===== config.mk =====
export PLATFORM = sky130hd
export DESIGN_NAME = frame_fetch_top
export DESIGN_NICKNAME = d
export VERILOG_FILES = /design/src/rtl/frame_fetch_pkg.sv /design/src/rtl/pix_fifo.sv /design/src/rtl/frame_fetch_dpath.sv /design/src/rtl/frame_fetch_ctrl.sv /design/src/rtl/frame_fetch_top.sv
export SDC_FILE = /design/constraint.sdc
export NUM_CORES = 2
export LEC_CHECK = 0
export BUFFER_PORTS_ARGS = -buffer_cell sky130_fd_sc_hd__buf_2
export CAP_MARGIN = 25
export CORE_MARGIN = 10
export CORE_UTILIZATION = 53
export DETAILED_ROUTE_END_ITERATION = 16
export PLACE_DENSITY = 0.77
export SYNTH_ARGS = -nofsm -noshare
export SYNTH_HDL_FRONTEND = slang
export SYNTH_SLANG_ARGS = --single-unit
export TNS_END_PERCENT = 20

===== constraint.sdc =====
create_clock -name clk -period 3.5 [get_ports clk]
set_input_delay 0.35 -clock clk [delete_from_list [all_inputs] [get_ports clk]]
set_output_delay 0.35 -clock clk [all_outputs]
set_load 0.05 [all_outputs]

===== src/rtl/frame_fetch_pkg.sv =====
package frame_fetch_pkg;

  localparam int CMD_SOF_BIT = 31;
  localparam int CMD_EOF_BIT = 30;
  localparam int CMD_PAL_BIT = 28;
  localparam int LEN_W       = 24;

  typedef enum logic [2:0] {
    S_IDLE, S_DRD, S_DWT, S_LOAD, S_DATA, S_BURST, S_WAIT
  } fetch_state_t;

  // strobes from control to datapath
  typedef struct packed {
    logic start;
    logic descIssue;
    logic descCapture;
    logic loadDesc;
    logic burstInit;
    logic dataIssue;
    logic followNext;
  } ctrl_stb_t;

  // conditions from datapath to control
  typedef struct packed {
    logic descLast;
    logic lenZero;
    logic isPal;
    logic fifoRoom;
    logic lastIssue;
    logic remainZero;
    logic wantSof;
    logic wantEof;
  } dp_info_t;

  function automatic logic [4:0] burst_words(input logic [1:0] sel);
    case (sel)
      2'd0:    return 5'd4;
      2'd1:    return 5'd8;
      default: return 5'd16;
    endcase
  endfunction

endpackage


===== src/rtl/pix_fifo.sv =====
module pix_fifo #(
  parameter int DEPTH = 32,
  parameter int W     = 32,
  parameter int CW    = $clog2(DEPTH + 1)
) (
  input  logic          clk,
  input  logic          rstN,
  input  logic          push,
  input  logic [W-1:0]  pushData,
  input  logic          pop,
  output logic [W-1:0]  head,
  output logic          empty,
  output logic [CW-1:0] count
);
  localparam int AW = $clog2(DEPTH);

  logic [W-1:0]  store [DEPTH];
  logic [AW-1:0] wrPtr, rdPtr;

  function automatic logic [AW-1:0] bump(input logic [AW-1:0] p);
    return (p == AW'(DEPTH - 1)) ? '0 : p + 1'b1;
  endfunction

  always_ff @(posedge clk) begin
    if (push) store[wrPtr] <= pushData;
  end

  always_ff @(posedge clk) begin
    if (!rstN) begin
      wrPtr <= '0;
      rdPtr <= '0;
      count <= '0;
    end else begin
      if (push) wrPtr <= bump(wrPtr);
      if (pop)  rdPtr <= bump(rdPtr);
      case ({push, pop})
        2'b10:   count <= count + 1'b1;
        2'b01:   count <= count - 1'b1;
        default: count <= count;
      endcase
    end
  end

  assign head  = store[rdPtr];
  assign empty = (count == '0);

  assert_no_overflow_R5: assert property (@(posedge clk) disable iff (!rstN)
    (push && !pop) |-> (count < CW'(DEPTH)));

  assert_pop_nonempty_R4: assert property (@(posedge clk) disable iff (!rstN)
    pop |-> (count != '0));

endmodule


===== src/rtl/frame_fetch_dpath.sv =====
module frame_fetch_dpath
  import frame_fetch_pkg::*;
#(
  parameter int FIFO_DEPTH = 32,
  parameter int PAL_AW     = 8
) (
  input  logic              clk,
  input  logic              rstN,
  input  ctrl_stb_t         stb,
  output dp_info_t          info,
  input  logic [31:0]       startAddr,
  input  logic [1:0]        burstSel,
  input  logic              underrunProt,
  output logic              memRdEn,
  output logic [31:0]       memAddr,
  input  logic [31:0]       memRdData,
  output logic              palWrEn,
  output logic [PAL_AW-1:0] palWrAddr,
  output logic [31:0]       palWrData,
  input  logic              pixPop,
  output logic              pixValid,
  output logic [31:0]       pixData,
  output logic              underrunFlag,
  output logic [31:0]       curDescAddr,
  output logic [31:0]       curSource,
  output logic [31:0]       curFrameId
);
  localparam int CW = $clog2(FIFO_DEPTH + 1);

  logic [31:0]       descPtr, linkField, srcField, tagField, srcPtr, lastWord;
  logic [1:0]        descIdx;
  logic [LEN_W-1:0]  lenField, remain;
  logic              cmdSof, cmdEof, cmdPal;
  logic [4:0]        burstLeft, burstSize;
  logic [PAL_AW-1:0] palIdx;
  logic              rspValid, rspPal;
  logic              fifoPush, fifoPop, fifoEmpty;
  logic [31:0]       fifoHead;
  logic [CW-1:0]     fifoCount;

  assign burstSize = burst_words(burstSel);

  always_ff @(posedge clk) begin
    if (!rstN) begin
      descPtr <= '0; descIdx <= '0;
      linkField <= '0; srcField <= '0; tagField <= '0;
      lenField <= '0; cmdSof <= 1'b0; cmdEof <= 1'b0; cmdPal <= 1'b0;
      srcPtr <= '0; remain <= '0; burstLeft <= '0; palIdx <= '0;
      curDescAddr <= '0; curSource <= '0; curFrameId <= '0;
      rspValid <= 1'b0; rspPal <= 1'b0;
    end else begin
      if (stb.start) begin
        descPtr <= startAddr;
        descIdx <= '0;
      end
      if (stb.followNext) begin
        descPtr <= linkField;
        descIdx <= '0;
      end
      if (stb.descCapture) begin
        descIdx <= descIdx + 1'b1;
        case (descIdx)
          2'd0: linkField <= memRdData;
          2'd1: srcField  <= memRdData;
          2'd2: tagField  <= memRdData;
          default: begin
            lenField <= memRdData[LEN_W-1:0];
            cmdSof   <= memRdData[CMD_SOF_BIT];
            cmdEof   <= memRdData[CMD_EOF_BIT];
            cmdPal   <= memRdData[CMD_PAL_BIT];
          end
        endcase
      end
      if (stb.loadDesc) begin
        curDescAddr <= descPtr;
        curSource   <= srcField;
        curFrameId  <= tagField;
        srcPtr      <= srcField;
        remain      <= lenField;
        palIdx      <= '0;
      end
      if (stb.burstInit) burstLeft <= burstSize;
      if (stb.dataIssue) begin
        srcPtr    <= srcPtr + 32'd4;
        remain    <= remain - 1'b1;
        burstLeft <= burstLeft - 1'b1;
      end
      rspValid <= stb.dataIssue;
      rspPal   <= cmdPal;
      if (palWrEn) palIdx <= palIdx + 1'b1;
    end
  end

  assign memRdEn = stb.descIssue | stb.dataIssue;
  assign memAddr = stb.descIssue ? (descPtr + {28'd0, descIdx, 2'b00}) : srcPtr;

  assign palWrEn   = rspValid & rspPal;
  assign palWrAddr = palIdx;
  assign palWrData = memRdData;

  assign fifoPush = rspValid & ~rspPal;
  assign fifoPop  = pixPop & ~fifoEmpty;

  pix_fifo #(.DEPTH(FIFO_DEPTH), .W(32), .CW(CW)) fifo_i (
    .clk(clk), .rstN(rstN),
    .push(fifoPush), .pushData(memRdData),
    .pop(fifoPop), .head(fifoHead),
    .empty(fifoEmpty), .count(fifoCount)
  );

  always_ff @(posedge clk) begin
    if (!rstN) begin
      lastWord     <= '0;
      underrunFlag <= 1'b0;
    end else begin
      if (fifoPop) lastWord <= fifoHead;
      if (stb.start) underrunFlag <= 1'b0;
      else if (pixPop && fifoEmpty && underrunProt) underrunFlag <= 1'b1;
    end
  end

  assign pixValid = ~fifoEmpty | underrunProt;
  assign pixData  = fifoEmpty ? lastWord : fifoHead;

  always_comb begin
    info.descLast   = (descIdx == 2'd3);
    info.lenZero    = (lenField == '0);
    info.isPal      = cmdPal;
    info.fifoRoom   = (32'(fifoCount) + 32'(burstSize)) <= 32'(FIFO_DEPTH);
    info.lastIssue  = (burstLeft == 5'd1) || (remain == LEN_W'(1));
    info.remainZero = (remain == '0);
    info.wantSof    = cmdSof;
    info.wantEof    = cmdEof;
  end

  assert_addr_step_R2: assert property (@(posedge clk) disable iff (!rstN)
    (stb.dataIssue && $past(stb.dataIssue)) |-> (memAddr == $past(memAddr) + 32'd4));

  assert_underrun_sticky_R10: assert property (@(posedge clk) disable iff (!rstN)
    (underrunFlag && !stb.start) |=> underrunFlag);

endmodule


===== src/rtl/frame_fetch_ctrl.sv =====
module frame_fetch_ctrl
  import frame_fetch_pkg::*;
(
  input  logic      clk,
  input  logic      rstN,
  input  logic      start,
  input  dp_info_t  info,
  output ctrl_stb_t stb,
  output logic      sofIrq,
  output logic      eofIrq
);
  fetch_state_t state, stateNext;
  logic         eofStb;

  always_comb begin
    stb       = '0;
    eofStb    = 1'b0;
    stateNext = state;
    case (state)
      S_IDLE: if (start) begin
        stb.start = 1'b1;
        stateNext = S_DRD;
      end
      S_DRD: begin
        stb.descIssue = 1'b1;
        stateNext     = S_DWT;
      end
      S_DWT: begin
        stb.descCapture = 1'b1;
        stateNext       = info.descLast ? S_LOAD : S_DRD;
      end
      S_LOAD: begin
        stb.loadDesc = 1'b1;
        if (info.lenZero) begin
          eofStb         = 1'b1;
          stb.followNext = 1'b1;
          stateNext      = S_DRD;
        end else begin
          stateNext = S_DATA;
        end
      end
      S_DATA: if (info.isPal || info.fifoRoom) begin
        stb.burstInit = 1'b1;
        stateNext     = S_BURST;
      end
      S_BURST: begin
        stb.dataIssue = 1'b1;
        if (info.lastIssue) stateNext = S_WAIT;
      end
      S_WAIT: begin
        if (info.remainZero) begin
          eofStb         = 1'b1;
          stb.followNext = 1'b1;
          stateNext      = S_DRD;
        end else begin
          stateNext = S_DATA;
        end
      end
      default: stateNext = S_IDLE;
    endcase
  end

  always_ff @(posedge clk) begin
    if (!rstN) begin
      state  <= S_IDLE;
      sofIrq <= 1'b0;
      eofIrq <= 1'b0;
    end else begin
      state  <= stateNext;
      sofIrq <= stb.loadDesc & info.wantSof;
      eofIrq <= eofStb & info.wantEof;
    end
  end

  assert_sof_pulse_R6: assert property (@(posedge clk) disable iff (!rstN)
    sofIrq |=> !sofIrq);

  assert_eof_pulse_R7: assert property (@(posedge clk) disable iff (!rstN)
    eofIrq |=> !eofIrq);

endmodule


===== src/rtl/frame_fetch_top.sv =====
module frame_fetch_top
  import frame_fetch_pkg::*;
#(
  parameter int FIFO_DEPTH = 32,
  parameter int PAL_AW     = 8
) (
  input  logic              clk,
  input  logic              rstN,
  input  logic              start,
  input  logic [31:0]       startAddr,
  input  logic [1:0]        burstSel,
  input  logic              underrunProt,
  output logic              memRdEn,
  output logic [31:0]       memAddr,
  input  logic [31:0]       memRdData,
  output logic              palWrEn,
  output logic [PAL_AW-1:0] palWrAddr,
  output logic [31:0]       palWrData,
  input  logic              pixPop,
  output logic              pixValid,
  output logic [31:0]       pixData,
  output logic              sofIrq,
  output logic              eofIrq,
  output logic              underrunFlag,
  output logic [31:0]       curDescAddr,
  output logic [31:0]       curSource,
  output logic [31:0]       curFrameId
);
  ctrl_stb_t stb;
  dp_info_t  info;

  frame_fetch_ctrl ctrl_i (
    .clk(clk), .rstN(rstN), .start(start), .info(info), .stb(stb),
    .sofIrq(sofIrq), .eofIrq(eofIrq)
  );

  frame_fetch_dpath #(.FIFO_DEPTH(FIFO_DEPTH), .PAL_AW(PAL_AW)) dpath_i (
    .clk(clk), .rstN(rstN), .stb(stb), .info(info),
    .startAddr(startAddr), .burstSel(burstSel), .underrunProt(underrunProt),
    .memRdEn(memRdEn), .memAddr(memAddr), .memRdData(memRdData),
    .palWrEn(palWrEn), .palWrAddr(palWrAddr), .palWrData(palWrData),
    .pixPop(pixPop), .pixValid(pixValid), .pixData(pixData),
    .underrunFlag(underrunFlag),
    .curDescAddr(curDescAddr), .curSource(curSource), .curFrameId(curFrameId)
  );

endmodule


Yosys cells after proc, flatten, opt, wreduce, memory -nomap -nowiden:

Memories as Yosys holds them, arrays and structs flattened. A register that Yosys moved wholly into a read port is not among the register bits.
Index checks and enable logic that the tools add are counted.

* register bits after elaboration: 378
* bits in writable memories: 1024
* input bits: 71
* logic and storage cells: 133
* memories kept: 1

Memory list
* dpath_i.fifo_i.store: depth 32, width 32, rd ports 1, clocked after Yosys merged registers in 1, wr ports 1, line pix_fifo.sv:17 `logic [W-1:0] store [DEPTH];`

* add/sub/neg operators: 11
* $lt $le $gt $ge: 1
* equality and inequality tests: 19
* multiplexer cells: 41
* bitwise gates (word level): 11
* reduce and logical (&&, ||, !) cells: 23

Operators with widths (count)
* $mux 32: 6
* $logic_not 24->1: 2
* $mux 24: 2
* $add 32x3->32 const B: 1
* $add 32x4->32: 1
* $le 32x6->1 const B: 1
* $mux 5: 6
* $eq 24x1->1 const B: 1
* $sub 24x1->24 const B: 1
* $pmux 3 s7: 1
* $mux 8: 2
* $mux 3: 5
* $mux 1: 12
* $pmux 6 s2: 1
* $add 5x1->5 const B: 2
* $eq 5x5->1 const B: 2
* $pmux 5 s2: 1
* $reduce_bool 2->1: 5
* $eq 3x3->1 const B: 3
* $add 8x1->8 const B: 1
* $mux 2: 4
* $reduce_and 2->1: 4
* $add 6x5->7: 1
* $add 6x1->6 const B: 1
* other kinds (23): 40

Longest topological paths before layout:

* depth in word-level cells: 9
* depth in mapped cells: 14
* gate-level depth less buffers: 13

Hierarchy:

A second synthesis with hierarchy kept.

* cell total of the unflattened synthesis: 4030
* area, all modules: 56487.9 um^2

Modules (own cells, without submodules)
* pix_fifo: instances 1, cells an instance 2052, area an instance 40381.2 um^2
* frame_fetch_dpath: instances 1, cells an instance 1941, area an instance 15807.7 um^2
* frame_fetch_ctrl: instances 1, cells an instance 37, area an instance 299.0 um^2

Least setup slack after synthesis:

Ideal clock, no wire load.

* kind: register to register
* start point: register dpath_i.rspValid
* end point: memory dpath_i.fifo_i.store[15][0] (enable)
* data arrival time: 3.276 ns
* setup slack: -0.244 ns
* stages on the path, launching flop included: 5
* path buffers: 1
* period minus slack after synthesis: 3.744 ns
* path through: dfxtp_1 -> nor2b_1 -> clkbuf_1 -> nand3_1 -> nor3b_1

* longest elaborated chain between the ends: 3

RTL lines
* start: declaration: line frame_fetch_dpath.sv:36 `logic rspValid, rspPal;`
* start signal: assignment: line frame_fetch_dpath.sv:88 `rspValid <= stb.dataIssue;`
* $and 1x1->1: line frame_fetch_dpath.sv:101 `assign fifoPush = rspValid & ~rspPal;`
* $mux 1: line pix_fifo.sv:25 `if (push) store[wrPtr] <= pushData;`
* $mux 1 (not written as such): line pix_fifo.sv:25
* end: declaration: line pix_fifo.sv:17

Every way passes these cells.

==> metrics.csv <==
stage;metric;value;unit
outcome;outcome;finished with violations;
outcome;violations;negative setup slack;
drt;postRouteWirelength;164;mm
drt;drc_errors;0;
cells_and_area;stdcell_area;66000;um2
timing;hold_viol;0;
synth;yosys_warnings;0;
worst_setup_path;crit_path_start_kind;register;
worst_setup_path;crit_fanout;12;
timing;maxSlewHeadroom;27.8;%
pwr;power.leakage;0.0218;uW
timing;setup_viol;7;
clocking;cts_tree;done;
timing;tightest_slew;1.08;ns
global_routing;grt_pass1_wl;239;mm
timing;fin_crit_sh;102;%
synth;synth.avg_cell_area;13.6;um2
pwr;comb_power_share;3.5;%
drt;initialDrtViolationCount;4916;
placement;port_buffers;276;
synth;ys_types;65;
worst_setup_path;cp.arrival;3.20;ns
synth;synth_cells;4111;
drt;dr.pass1.iters;6;
placement;place_area;60000;um2
timing;setup_ws;-0.0525;ns
min_path;min_path_type;primary input to register;
flow_run;cap_violations;0;
timing;period_needed;3.55;ns
drt;dr_total_vias;37400;
worst_setup_path;required;3.15;ns
cells_and_area;final_cells;5981;
global_routing;grt_antenna_before_repair;8;
synth;synth-edff-count;1024;
pwr;internal-power;26600;uW
clocking;numCtsBuffers;139;
floorplanning;die_width;345;um
clocking;cts-root-buf;clkbuf_16;
timing;whs;0.0230;ns
synth;synth-seq-cells;1407;
timing;slew_violations;0;
global_routing;grt_overflow;0;
synth;ys_seq_area_share;68.7;%
cells_and_area;layout-drive-gt1-share;21.7;%
synth;synth_area_leaders;edfxtp_1, dfxtp_1, mux4_2;
timing;max_clock_freq;281;MHz
floorplanning;core;105000;um2
min_path;hp-start;memRdData[21];
cells_and_area;area.growth.synth_to_final;18.0;%
timing;finalClockSkew;0.0470;ns
drt;ant_nets;0;
placement;dp.cells;5643;
pwr;powerDensity;516;nW/um2
synth;synth.top_cell.area_share;55.0;%
synth;synthArstFlopShare;0;%
global_routing;grt_max_degree;128;
clocking;htree_levels;4;
pwr;swShare;22.0;%
worst_setup_path;worstSetupPathType;register to primary output;
placement;hpwl;92.8;mm
global_routing;grt_pass1_vias;36900;
synth;syn_area;55900;um2
floorplanning;num_rows;119;
synth;yosysMostFrequentCell;edfxtp_1;
drt;routedWlPerCell;27.4;um
clocking;clockBufferDepth;3;
pwr;p_sw;7480;uW
clocking;clock_sinks;1407;
pwr;p_clk_share;43.8;%
synth;yosysTopAreaCell;edfxtp_1;
global_routing;grt_use_total;26.9;%
placement;dp_slack;0.351;ns
floorplanning;ios;277;
clocking;clk-insertion-delay-late;0.77;ns
synth;ys_top_cells_by_count;edfxtp_1, nand2_1, a21oi_1, dfxtp_1, mux2i_1;
synth;synth_nets;4213;
floorplanning;die_h;345;um
pwr;seq_power_share;52.8;%
clocking;path_clk_slew;0.06;ns
cells_and_area;nets;4573;
placement;gp_congestion;0.856;
worst_setup_path;r2r_start;dpath_i.fifo_i.count[2]$_SDFFE_PN0P_;
floorplanning;die-area;119000;um2
pwr;vdd_drop_max;0.512;mV
drt;viasPerCell;6.26;
timing;rsz0062_at_grt;yes;
floorplanning;initial_core_util;53.3;%
worst_setup_path;cp-end-kind;primary output;
synth;yosys_most_used_dff;edfxtp_1;
## cell families (layout without fill, tap and decap cells)
group,Yosys count,in the layout,synth area share [%]
adder cells (fa/ha/maj),31,31,0.734
AO/OA/AOI/OAI,793,793,8.05
flip-flops,1407,1407,68.7
AND/OR/NAND/NOR,1144,1145,9.56
multiplexers,393,393,9.99
buffers and inverters,308,783,2.41
other,0,3,0
XOR/XNOR,35,35,0.548
## worst max-delay path, cell delays in order, from the launching register on
cell	delay (ns)
dfxtp_4	0.45
buf_6	0.14
buf_16	0.14
buf_12	0.11
mux4_2	0.48
nor2b_1	0.21
a21oi_2	0.27
and4_4	0.30
a21oi_1	0.11
buf_12	0.23
## registers in the layout, indices dropped and copies added, names as in the netlist, 2 cells and up, named ones only
signal / cells
dpath_i.curFrameId: 32
dpath_i.descPtr: 32
dpath_i.lenField: 24
dpath_i.tagField: 32
dpath_i.lastWord: 32
dpath_i.fifo_i.rdPtr: 5
dpath_i.srcPtr: 32
dpath_i.remain: 24
dpath_i.burstLeft: 5
dpath_i.fifo_i.count: 6
dpath_i.fifo_i.store: 1024
dpath_i.descIdx: 2
dpath_i.palWrAddr: 8
dpath_i.fifo_i.wrPtr: 5
dpath_i.linkField: 32
dpath_i.curSource: 32
dpath_i.curDescAddr: 32
ctrl_i.state: 3
dpath_i.srcField: 32
## timing repair
item / in CTS / in global routing
setup buffers: 9 / 27
hold endpoints to repair: 36 / 0
hold buffers: 38 / 0
setup endpoints to repair: 48 / 45
gates cloned: 3 / 2
resized for setup: 93 / 81
pin swaps: 7 / 9
## cell usage in the layout (no fill, tap or decap), types with 30 or more instances in the layout
cell              n
dfxtp_1         377
a31oi_1          30
buf_12           60
a21oi_1         460
a21oi_2          44
buf_2           234
a22oi_1          65
o21ai_0          67
mux2_2           40
clkbuf_16       147
nor2_1          171
nand3_1          98
nor2_4           30
a211oi_1         66
clkbuf_1         36
mux4_2          128
mux2i_1         225
buf_4           146
dlygate4sd3_1    38
nor2b_1         132
edfxtp_1       1024
nand2_1         523
## path summary, 6_finish.rpt
check | endpoint | depth (start not counted) | slack, ns
worst max-delay path | pixData[2] | 9 | -0.05
worst min-delay path | dpath_i.linkField[21]$_SDFFE_PN0P_ | 3 | 0.02
worst max register to register | dpath_i.burstLeft[2]$_SDFFE_PN0P_ | 9 | 0.45
worst min register to register | ctrl_i.eofIrq$_SDFF_PN0_ | 2 | 0.44
## per-layer routing
layer | up-vias | track usage (%) | wire (um)
met1 | 18500 | 34.0 | 59100
li1 | 16100 | - | -
met4 | 8 | 10.5 | 5860
met3 | 400 | 8.05 | 20500
met2 | 2425 | 43.5 | 78100
met5 | - | 0 | 54
## layout make-up
cell class / count / area (um2)
fill: 7260 / 39000
sequential: 1407 / 38400
antenna: 3 / 7.51
clock buffer: 198 / 3990
multi-input combinational: 2397 / 16900
tap: 1391 / 1740
timing repair buffer: 501 / 4280
clock inverter: 59 / 536
inverter: 25 / 101
## power by group through the flow
stage | clock network [uW] | registers [uW] | logic, uW
4_1_cts | 14900 | 18000 | 1160
6_report | 14900 | 18000 | 1190
3_5_place_dp | 0 | 18300 | 1110
3_3_place_gp | 0 | 18300 | 1090
5_1_grt | 15600 | 18000 | 1250
2_1_floorplan | 0 | 18300 | 608
## through the flow
stage | total power [uW] | setup TNS, ns | util [%]
after floorplan | 18900 | -7.15 | -
after global placement | 19400 | 0 | 57.2
after detailed placement | 19400 | 0 | 57.2
after CTS | 34100 | -0.858 | 62.3
after global routing | 34800 | -1.36 | 62.8
final | 34000 | -0.149 | 62.8
Power figures use the tool's default switching activity.
